`src/rtl/rxq_pkg.sv`:
```
package rxq_pkg;
  typedef struct packed {
    logic pe;
    logic fe;
    logic bi;
  } rxq_tag_t;
endpackage

```
`src/rtl/rxq_cfg.sv`:
```
module rxq_cfg #(
  parameter int LVL0 = 1,
  parameter int LVL1 = 4,
  parameter int LVL2 = 8,
  parameter int LVL3 = 14,
  parameter int CW   = 5
) (
  input  logic          clk_i,
  input  logic          rst_ni,
  input  logic          we_i,
  input  logic          en_i,
  input  logic          clr_i,
  input  logic [1:0]    sel_i,
  output logic          clr_o,
  output logic [CW-1:0] level_o
);
  logic [1:0] sel_q;
  logic       apply;

  assign apply = we_i & en_i;
  assign clr_o = apply & clr_i;

  always_ff @(posedge clk_i or negedge rst_ni) begin
    if (!rst_ni)    sel_q <= 2'b00;
    else if (apply) sel_q <= sel_i;
  end

  always_comb begin
    unique case (sel_q)
      2'b00:   level_o = CW'(LVL0);
      2'b01:   level_o = CW'(LVL1);
      2'b10:   level_o = CW'(LVL2);
      default: level_o = CW'(LVL3);
    endcase
  end

  assert_sel_hold_R5: assert property (@(posedge clk_i) disable iff (!rst_ni)
    (we_i && !en_i) |=> (sel_q == $past(sel_q)))
    else $error("select changed on write without enable");
endmodule

```
`src/rtl/rxq_store.sv`:
```
module rxq_store
  import rxq_pkg::*;
#(
  parameter int DW    = 8,
  parameter int DEPTH = 16,
  parameter int AW    = $clog2(DEPTH),
  parameter int CW    = $clog2(DEPTH + 1)
) (
  input  logic          clk_i,
  input  logic          rst_ni,
  input  logic          push_i,
  input  logic [DW-1:0] push_data_i,
  input  rxq_tag_t      push_tag_i,
  input  logic          pop_i,
  input  logic          clr_i,
  output logic [DW-1:0] head_data_o,
  output rxq_tag_t      head_tag_o,
  output logic [CW-1:0] count_o,
  output logic          full_o,
  output logic          empty_o,
  output logic          push_acc_o,
  output logic          pop_acc_o,
  output logic          overrun_o
);
  logic [DW-1:0] data_q [DEPTH];
  rxq_tag_t      tag_q  [DEPTH];
  logic [AW-1:0] wr_q, rd_q;
  logic [CW-1:0] count_q;
  logic          ovr_q;

  function automatic logic [AW-1:0] ptr_next(input logic [AW-1:0] p);
    return (p == AW'(DEPTH - 1)) ? '0 : p + AW'(1);
  endfunction

  assign full_o     = (count_q == CW'(DEPTH));
  assign empty_o    = (count_q == '0);
  assign pop_acc_o  = pop_i & ~empty_o & ~clr_i;
  // a pop frees a slot in the same cycle, so push on full is still accepted
  assign push_acc_o = push_i & ~clr_i & (~full_o | pop_acc_o);

  always_ff @(posedge clk_i or negedge rst_ni) begin
    if (!rst_ni) begin
      for (int i = 0; i < DEPTH; i++) begin
        data_q[i] <= '0;
        tag_q[i]  <= '0;
      end
    end else if (push_acc_o) begin
      data_q[wr_q] <= push_data_i;
      tag_q[wr_q]  <= push_tag_i;
    end
  end

  always_ff @(posedge clk_i or negedge rst_ni) begin
    if (!rst_ni) begin
      wr_q    <= '0;
      rd_q    <= '0;
      count_q <= '0;
      ovr_q   <= 1'b0;
    end else begin
      ovr_q <= push_i & ~clr_i & full_o & ~pop_acc_o;
      if (clr_i) begin
        wr_q    <= '0;
        rd_q    <= '0;
        count_q <= '0;
      end else begin
        if (push_acc_o) wr_q <= ptr_next(wr_q);
        if (pop_acc_o)  rd_q <= ptr_next(rd_q);
        unique case ({push_acc_o, pop_acc_o})
          2'b10:   count_q <= count_q + CW'(1);
          2'b01:   count_q <= count_q - CW'(1);
          default: count_q <= count_q;
        endcase
      end
    end
  end

  assign count_o     = count_q;
  assign overrun_o   = ovr_q;
  assign head_data_o = empty_o ? '0 : data_q[rd_q];
  assign head_tag_o  = empty_o ? '0 : tag_q[rd_q];

  assert_no_overflow_R3: assert property (@(posedge clk_i) disable iff (!rst_ni)
    count_q <= CW'(DEPTH))
    else $error("count above depth");

  assert_drop_on_full_R3: assert property (@(posedge clk_i) disable iff (!rst_ni)
    (push_i && full_o && !pop_i && !clr_i) |=> (full_o && overrun_o))
    else $error("push on full not dropped with overrun");

  assert_pop_empty_R10: assert property (@(posedge clk_i) disable iff (!rst_ni)
    (empty_o && !push_i) |=> (empty_o && !overrun_o))
    else $error("pop on empty changed state");

  assert_clear_R6: assert property (@(posedge clk_i) disable iff (!rst_ni)
    clr_i |=> (empty_o && !overrun_o))
    else $error("clear did not empty queue");
endmodule

```
`src/rtl/rxq_err_track.sv`:
```
module rxq_err_track #(
  parameter int CW = 5
) (
  input  logic          clk_i,
  input  logic          rst_ni,
  input  logic          clr_i,
  input  logic          push_acc_i,
  input  logic          push_err_i,
  input  logic          pop_acc_i,
  input  logic          pop_err_i,
  input  logic [CW-1:0] fill_i,
  output logic          any_o
);
  logic [CW-1:0] err_q;
  logic          inc, dec;

  assign inc = push_acc_i & push_err_i;
  assign dec = pop_acc_i & pop_err_i;

  always_ff @(posedge clk_i or negedge rst_ni) begin
    if (!rst_ni)          err_q <= '0;
    else if (clr_i)       err_q <= '0;
    else if (inc && !dec) err_q <= err_q + CW'(1);
    else if (dec && !inc) err_q <= err_q - CW'(1);
  end

  assign any_o = (err_q != '0);

  assert_err_within_fill_R8: assert property (@(posedge clk_i) disable iff (!rst_ni)
    err_q <= fill_i)
    else $error("more marked entries than stored entries");
endmodule

```
`src/rtl/rxq_idle_timer.sv`:
```
module rxq_idle_timer #(
  parameter int TO_CHARS = 4,
  parameter int TW       = $clog2(TO_CHARS + 1)
) (
  input  logic clk_i,
  input  logic rst_ni,
  input  logic restart_i,
  input  logic has_data_i,
  input  logic tick_i,
  output logic timeout_o
);
  logic [TW-1:0] cnt_q;

  always_ff @(posedge clk_i or negedge rst_ni) begin
    if (!rst_ni)                             cnt_q <= '0;
    else if (restart_i || !has_data_i)       cnt_q <= '0;
    else if (tick_i && cnt_q != TW'(TO_CHARS)) cnt_q <= cnt_q + TW'(1);
  end

  assign timeout_o = (cnt_q == TW'(TO_CHARS));

  assert_to_restart_R9: assert property (@(posedge clk_i) disable iff (!rst_ni)
    restart_i |=> !timeout_o)
    else $error("timeout survived push, pop or clear");

  assert_to_rise_on_tick_R9: assert property (@(posedge clk_i) disable iff (!rst_ni)
    $rose(timeout_o) |-> $past(tick_i))
    else $error("timeout rose without a tick");
endmodule

```
`src/rtl/rxq_trig_fifo.sv`:
```
module rxq_trig_fifo
  import rxq_pkg::*;
#(
  parameter int DW       = 8,
  parameter int DEPTH    = 16,
  parameter int TO_CHARS = 4,
  parameter int LVL0     = 1,
  parameter int LVL1     = 4,
  parameter int LVL2     = 8,
  parameter int LVL3     = 14,
  localparam int CW      = $clog2(DEPTH + 1)
) (
  input  logic          clk_i,
  input  logic          rst_ni,
  input  logic          push_i,
  input  logic [DW-1:0] push_data_i,
  input  logic          push_pe_i,
  input  logic          push_fe_i,
  input  logic          push_bi_i,
  input  logic          pop_i,
  input  logic          cfg_we_i,
  input  logic          cfg_en_i,
  input  logic          cfg_clr_i,
  input  logic [1:0]    cfg_lvl_i,
  input  logic          char_tick_i,
  output logic [DW-1:0] head_data_o,
  output logic          head_pe_o,
  output logic          head_fe_o,
  output logic          head_bi_o,
  output logic          err_any_o,
  output logic [CW-1:0] count_o,
  output logic          full_o,
  output logic          empty_o,
  output logic          trig_o,
  output logic          timeout_o,
  output logic          overrun_o
);
  rxq_tag_t      push_tag, head_tag;
  logic          clr, push_acc, pop_acc;
  logic [CW-1:0] level, count;

  assign push_tag = '{pe: push_pe_i, fe: push_fe_i, bi: push_bi_i};

  rxq_cfg #(.LVL0(LVL0), .LVL1(LVL1), .LVL2(LVL2), .LVL3(LVL3), .CW(CW)) u_cfg (
    .clk_i, .rst_ni,
    .we_i(cfg_we_i), .en_i(cfg_en_i), .clr_i(cfg_clr_i), .sel_i(cfg_lvl_i),
    .clr_o(clr), .level_o(level)
  );

  rxq_store #(.DW(DW), .DEPTH(DEPTH)) u_store (
    .clk_i, .rst_ni,
    .push_i, .push_data_i, .push_tag_i(push_tag),
    .pop_i, .clr_i(clr),
    .head_data_o, .head_tag_o(head_tag),
    .count_o(count), .full_o, .empty_o,
    .push_acc_o(push_acc), .pop_acc_o(pop_acc), .overrun_o
  );

  rxq_err_track #(.CW(CW)) u_err (
    .clk_i, .rst_ni, .clr_i(clr),
    .push_acc_i(push_acc), .push_err_i(|push_tag),
    .pop_acc_i(pop_acc), .pop_err_i(|head_tag),
    .fill_i(count), .any_o(err_any_o)
  );

  rxq_idle_timer #(.TO_CHARS(TO_CHARS)) u_timer (
    .clk_i, .rst_ni,
    .restart_i(push_acc | pop_acc | clr),
    .has_data_i(~empty_o), .tick_i(char_tick_i),
    .timeout_o
  );

  assign count_o   = count;
  assign head_pe_o = head_tag.pe;
  assign head_fe_o = head_tag.fe;
  assign head_bi_o = head_tag.bi;
  assign trig_o    = (count >= level);

  assert_trig_needs_data_R4: assert property (@(posedge clk_i) disable iff (!rst_ni)
    trig_o |-> !empty_o)
    else $error("fill request on empty queue");

  assert_to_needs_data_R9: assert property (@(posedge clk_i) disable iff (!rst_ni)
    timeout_o |-> !empty_o)
    else $error("timeout on empty queue");

  assert_err_empty_R8: assert property (@(posedge clk_i) disable iff (!rst_ni)
    empty_o |-> !err_any_o)
    else $error("error flag on empty queue");
endmodule

```
`config.mk`:
```
export PLATFORM = sky130hd
export DESIGN_NAME = rxq_trig_fifo
export DESIGN_NICKNAME = d
export VERILOG_FILES = /design/src/rtl/rxq_pkg.sv /design/src/rtl/rxq_cfg.sv /design/src/rtl/rxq_store.sv /design/src/rtl/rxq_err_track.sv /design/src/rtl/rxq_idle_timer.sv /design/src/rtl/rxq_trig_fifo.sv
export SDC_FILE = /design/constraint.sdc
export NUM_CORES = 1
export LEC_CHECK = 0
export BUFFER_PORTS_ARGS = -buffer_cell sky130_fd_sc_hd__buf_2
export CAP_MARGIN = 15
export CORE_MARGIN = 3
export CORE_UTILIZATION = 55
export DETAILED_ROUTE_END_ITERATION = 10
export PLACE_DENSITY = 0.68
export SKIP_CTS_REPAIR_TIMING = 1
export SYNTH_ARGS = -nofsm -noshare
export SYNTH_HDL_FRONTEND = slang
export SYNTH_SLANG_ARGS = --single-unit
export TNS_END_PERCENT = 5
```
`constraint.sdc`:
```
create_clock -name clk_i -period 4.7 [get_ports clk_i]
set_clock_uncertainty 0.05 [all_clocks]
set_input_delay 0.94 -clock clk_i [delete_from_list [all_inputs] [get_ports clk_i]]
set_output_delay 0.94 -clock clk_i [all_outputs]
set_load 0.03 [all_outputs]
```
==> results.sh <==
export IMPL_status="complete, no violations"
export IMPL_final_area_mm2=0.0107
export IMPL_antenna_found_initial=0
export IMPL_viasPerCell=6.20
export IMPL_place_gp_congestion=0.817
export IMPL_drt_wl_total_mm=22.5
export IMPL_syn_to_final_growth_pct=8.87
export IMPL_synth_common_cells="dfrtp_1, mux2_2, nand2_1"
export IMPL_portBuffers=42
export IMPL_fin_cells=982
export IMPL_worst_pin_slew_ns=0.951
export IMPL_synthTopCellsByArea="dfrtp_1, mux2_2, mux4_2"
export IMPL_tns_ns=0
export IMPL_fin_crit_ns=4.32
export IMPL_drc=0
export IMPL_final_nets=784
export IMPL_slew_headroom_pct=36.4
export IMPL_dp_final_hpwl_mm=14.4
export IMPL_synth_most_common_cell="dfrtp_1"
export IMPL_async_flop_share_pct=100
export IMPL_start_util_pct=56.5
export IMPL_maxCapViolations=0
export IMPL_yosysSeqAreaShare_pct=50.8
export IMPL_worst_ep_arrival_time_ns=3.33
export IMPL_vdd_drop_max_v=0.000560
export IMPL_synth_edf_count=0
export IMPL_finalSetupViolCount=0
export IMPL_dp_cells=950
export IMPL_cts_num_sinks=200
export IMPL_synth_compound_area_share_pct=4.98
export IMPL_drt_pass1_iter_count=5
export IMPL_ys_ff_latch=200
export IMPL_cts_tree="built"
export IMPL_hold_viol=0
export IMPL_layout_drive_gt1_share_pct=38.8
export IMPL_p_leak_uw=0.00501
export IMPL_crit_required_ns=3.71
export IMPL_fmax_mhz=232
export IMPL_crit_path_max_incr_delay_ns=0.89
export IMPL_htreeDepth=4
export IMPL_antenna_left=0
export IMPL_cp_max_fo=18
export IMPL_cpMaxStageDelayCell="dfrtp_1"
export IMPL_grt_usage_pct=23.8
export IMPL_finalCritPeriodShare_pct=91.8
export IMPL_grt_start_max_net_pins=114
export IMPL_overflow=0
export IMPL_clock_latency_ns=0.44
export IMPL_synth_avg_cell_area_um2=13.5
export IMPL_fp_coreArea_mm2=0.0174
export IMPL_drtIter0Drc=361
export IMPL_rsz0062_at_grt="no"
export IMPL_hp_class="reg -> reg"
export IMPL_yosys_area_top_type_share_pct=50.8
export IMPL_syn_inst=731
export IMPL_synth_distinct_cells=52
export IMPL_cts_root_buf="clkbuf_16"
export IMPL_cpMostUsedCell="nand2_1"
export IMPL_synth_ff_type="dfrtp_1"
export IMPL_yosysWarnings=0
export IMPL_die_h_um=140
export IMPL_antenna_cells=0
export IMPL_synth_nets=771
export IMPL_maxSlewViolCount=0
export IMPL_rows=48
export IMPL_synth_fa_ha_area_share_pct=2.57
export IMPL_ios=43
export IMPL_worstSetupPathType="reg -> out"
export IMPL_synthMuxAreaShare_pct=30.9
export IMPL_placed_cell_area_mm2=0.0101
export IMPL_synthXorXnorAreaFrac_pct=0.801
export IMPL_cp_end_kind="primary output"
export IMPL_fp_dieW_um=140
export IMPL_synth_simple_area_share_pct=6.42
export IMPL_power_per_cell_area_mw_per_mm2=685
export IMPL_dieArea_mm2=0.0195
export IMPL_start_kind="register"
export IMPL_clock_path_buffers=2
export IMPL_grt_pass1_vias=6354
export IMPL_wl_per_cell_um=22.9
export IMPL_grt_pass1_wl_mm=35.7
export IMPL_yosysTopAreaCell="dfrtp_1"
export IMPL_cts_buffers=17
export IMPL_via_count=6093
export IMPL_syn_area_mm2=0.00985
export IMPL_crit_chain="buf_4, nand2_1, o221ai_1, nand2_1, a211oi_1, buf_2"
export IMPL_synth_top_family_by_area="multiplexers"
export IMPL_path_clk_slew_ns=0.07
logic make-up after synthesis:
| group | Yosys count |
|---|---|
| muxes | 245 |
| and+or+nand+nor | 123 |
| DFF | 200 |
| adders and majority gates | 19 |
| xor gates and xnor gates | 9 |
| buffers and inverters | 66 |
| AOI/OAI and AO/OA | 69 |
path summary, 6_finish.rpt:
check | slack [ns] | cells past startpoint | endpoint | start
max | 0.38 | 6 | head_data_o[3] | u_store.rd_q[1]$_DFFE_PN0P_
min | 0.45 | 1 | u_store.tag_q[21]$_DFFE_PN0P_ | u_store.tag_q[21]$_DFFE_PN0P_
max reg2reg | 0.83 | 11 | u_err.err_q[4]$_DFFE_PN0P_ | u_store.rd_q[0]$_DFFE_PN0P_
min reg2reg | 0.45 | 1 | u_store.tag_q[21]$_DFFE_PN0P_ | u_store.tag_q[21]$_DFFE_PN0P_
max in group asynchronous | 3.01 | 2 | u_store.data_q[59]$_DFFE_PN0P_ | rst_ni
min in group asynchronous | 0.56 | 1 | u_err.err_q[2]$_DFFE_PN0P_ | rst_ni
worst max-delay path: cells and delay by family (launching register included):
family                 cells  cell delay (ns)
buffers and inverters      2             0.67
DFF                        1             0.89
AOI/OAI and AO/OA          2             0.73
and+or+nand+nor            2             0.56
through the flow:
stage          setup WS [ns]  hold WS (ns)  util [%]  power, uW
6_report               0.384         0.450      61.6       7340
5_1_grt                0.145         0.463      61.6       7790
4_1_cts                0.449         0.452      61.6       7380
2_1_floorplan           1.35         0.414         -       5080
3_3_place_gp           0.893         0.427      58.0       5710
3_5_place_dp           0.826         0.435      58.0       5860
metal layers:
layer / wire length (um) / GRT usage (%)
met3: 1150 / 5.46
met4: 471 / 7.85
met1: 9620 / 31.2
met5: 0 / 0
met2: 11300 / 39.7
layout by cell type (no fill, tap or decap), drive strengths merged, types with 10 or more instances in the layout:
master  instances
nor2           27
dfrtp         200
mux2i          39
mux4           28
mux2          178
inv            17
nand2          47
clkbuf         21
ha             17
o22ai          10
a21oi          14
buf            47
o221ai         16
flip-flops by register name (all words and copies together) (netlist names):
name,cells
u_cfg.sel_q,2
u_store.overrun_o,1
u_store.data_q,128
u_err.err_q,5
u_timer.cnt_q,3
u_store.count_o,5
u_store.tag_q,48
u_store.wr_q,4
u_store.rd_q,4
area by class of cell:
type | instances | area (um2)
well taps | 225 | 282
repair buffers | 48 | 277
inverters | 12 | 45.0
fillers | 1345 | 6700
multi-input cells | 465 | 4500
clock buffers | 20 | 447
flip-flops and latches | 200 | 5010
clock inverters | 12 | 164
where the power goes:
part	switching [uW]	internal, uW
Sequential	537	2380
Combinational	1460	1450
Clock	661	861
(Power assumes the default switching activity.)
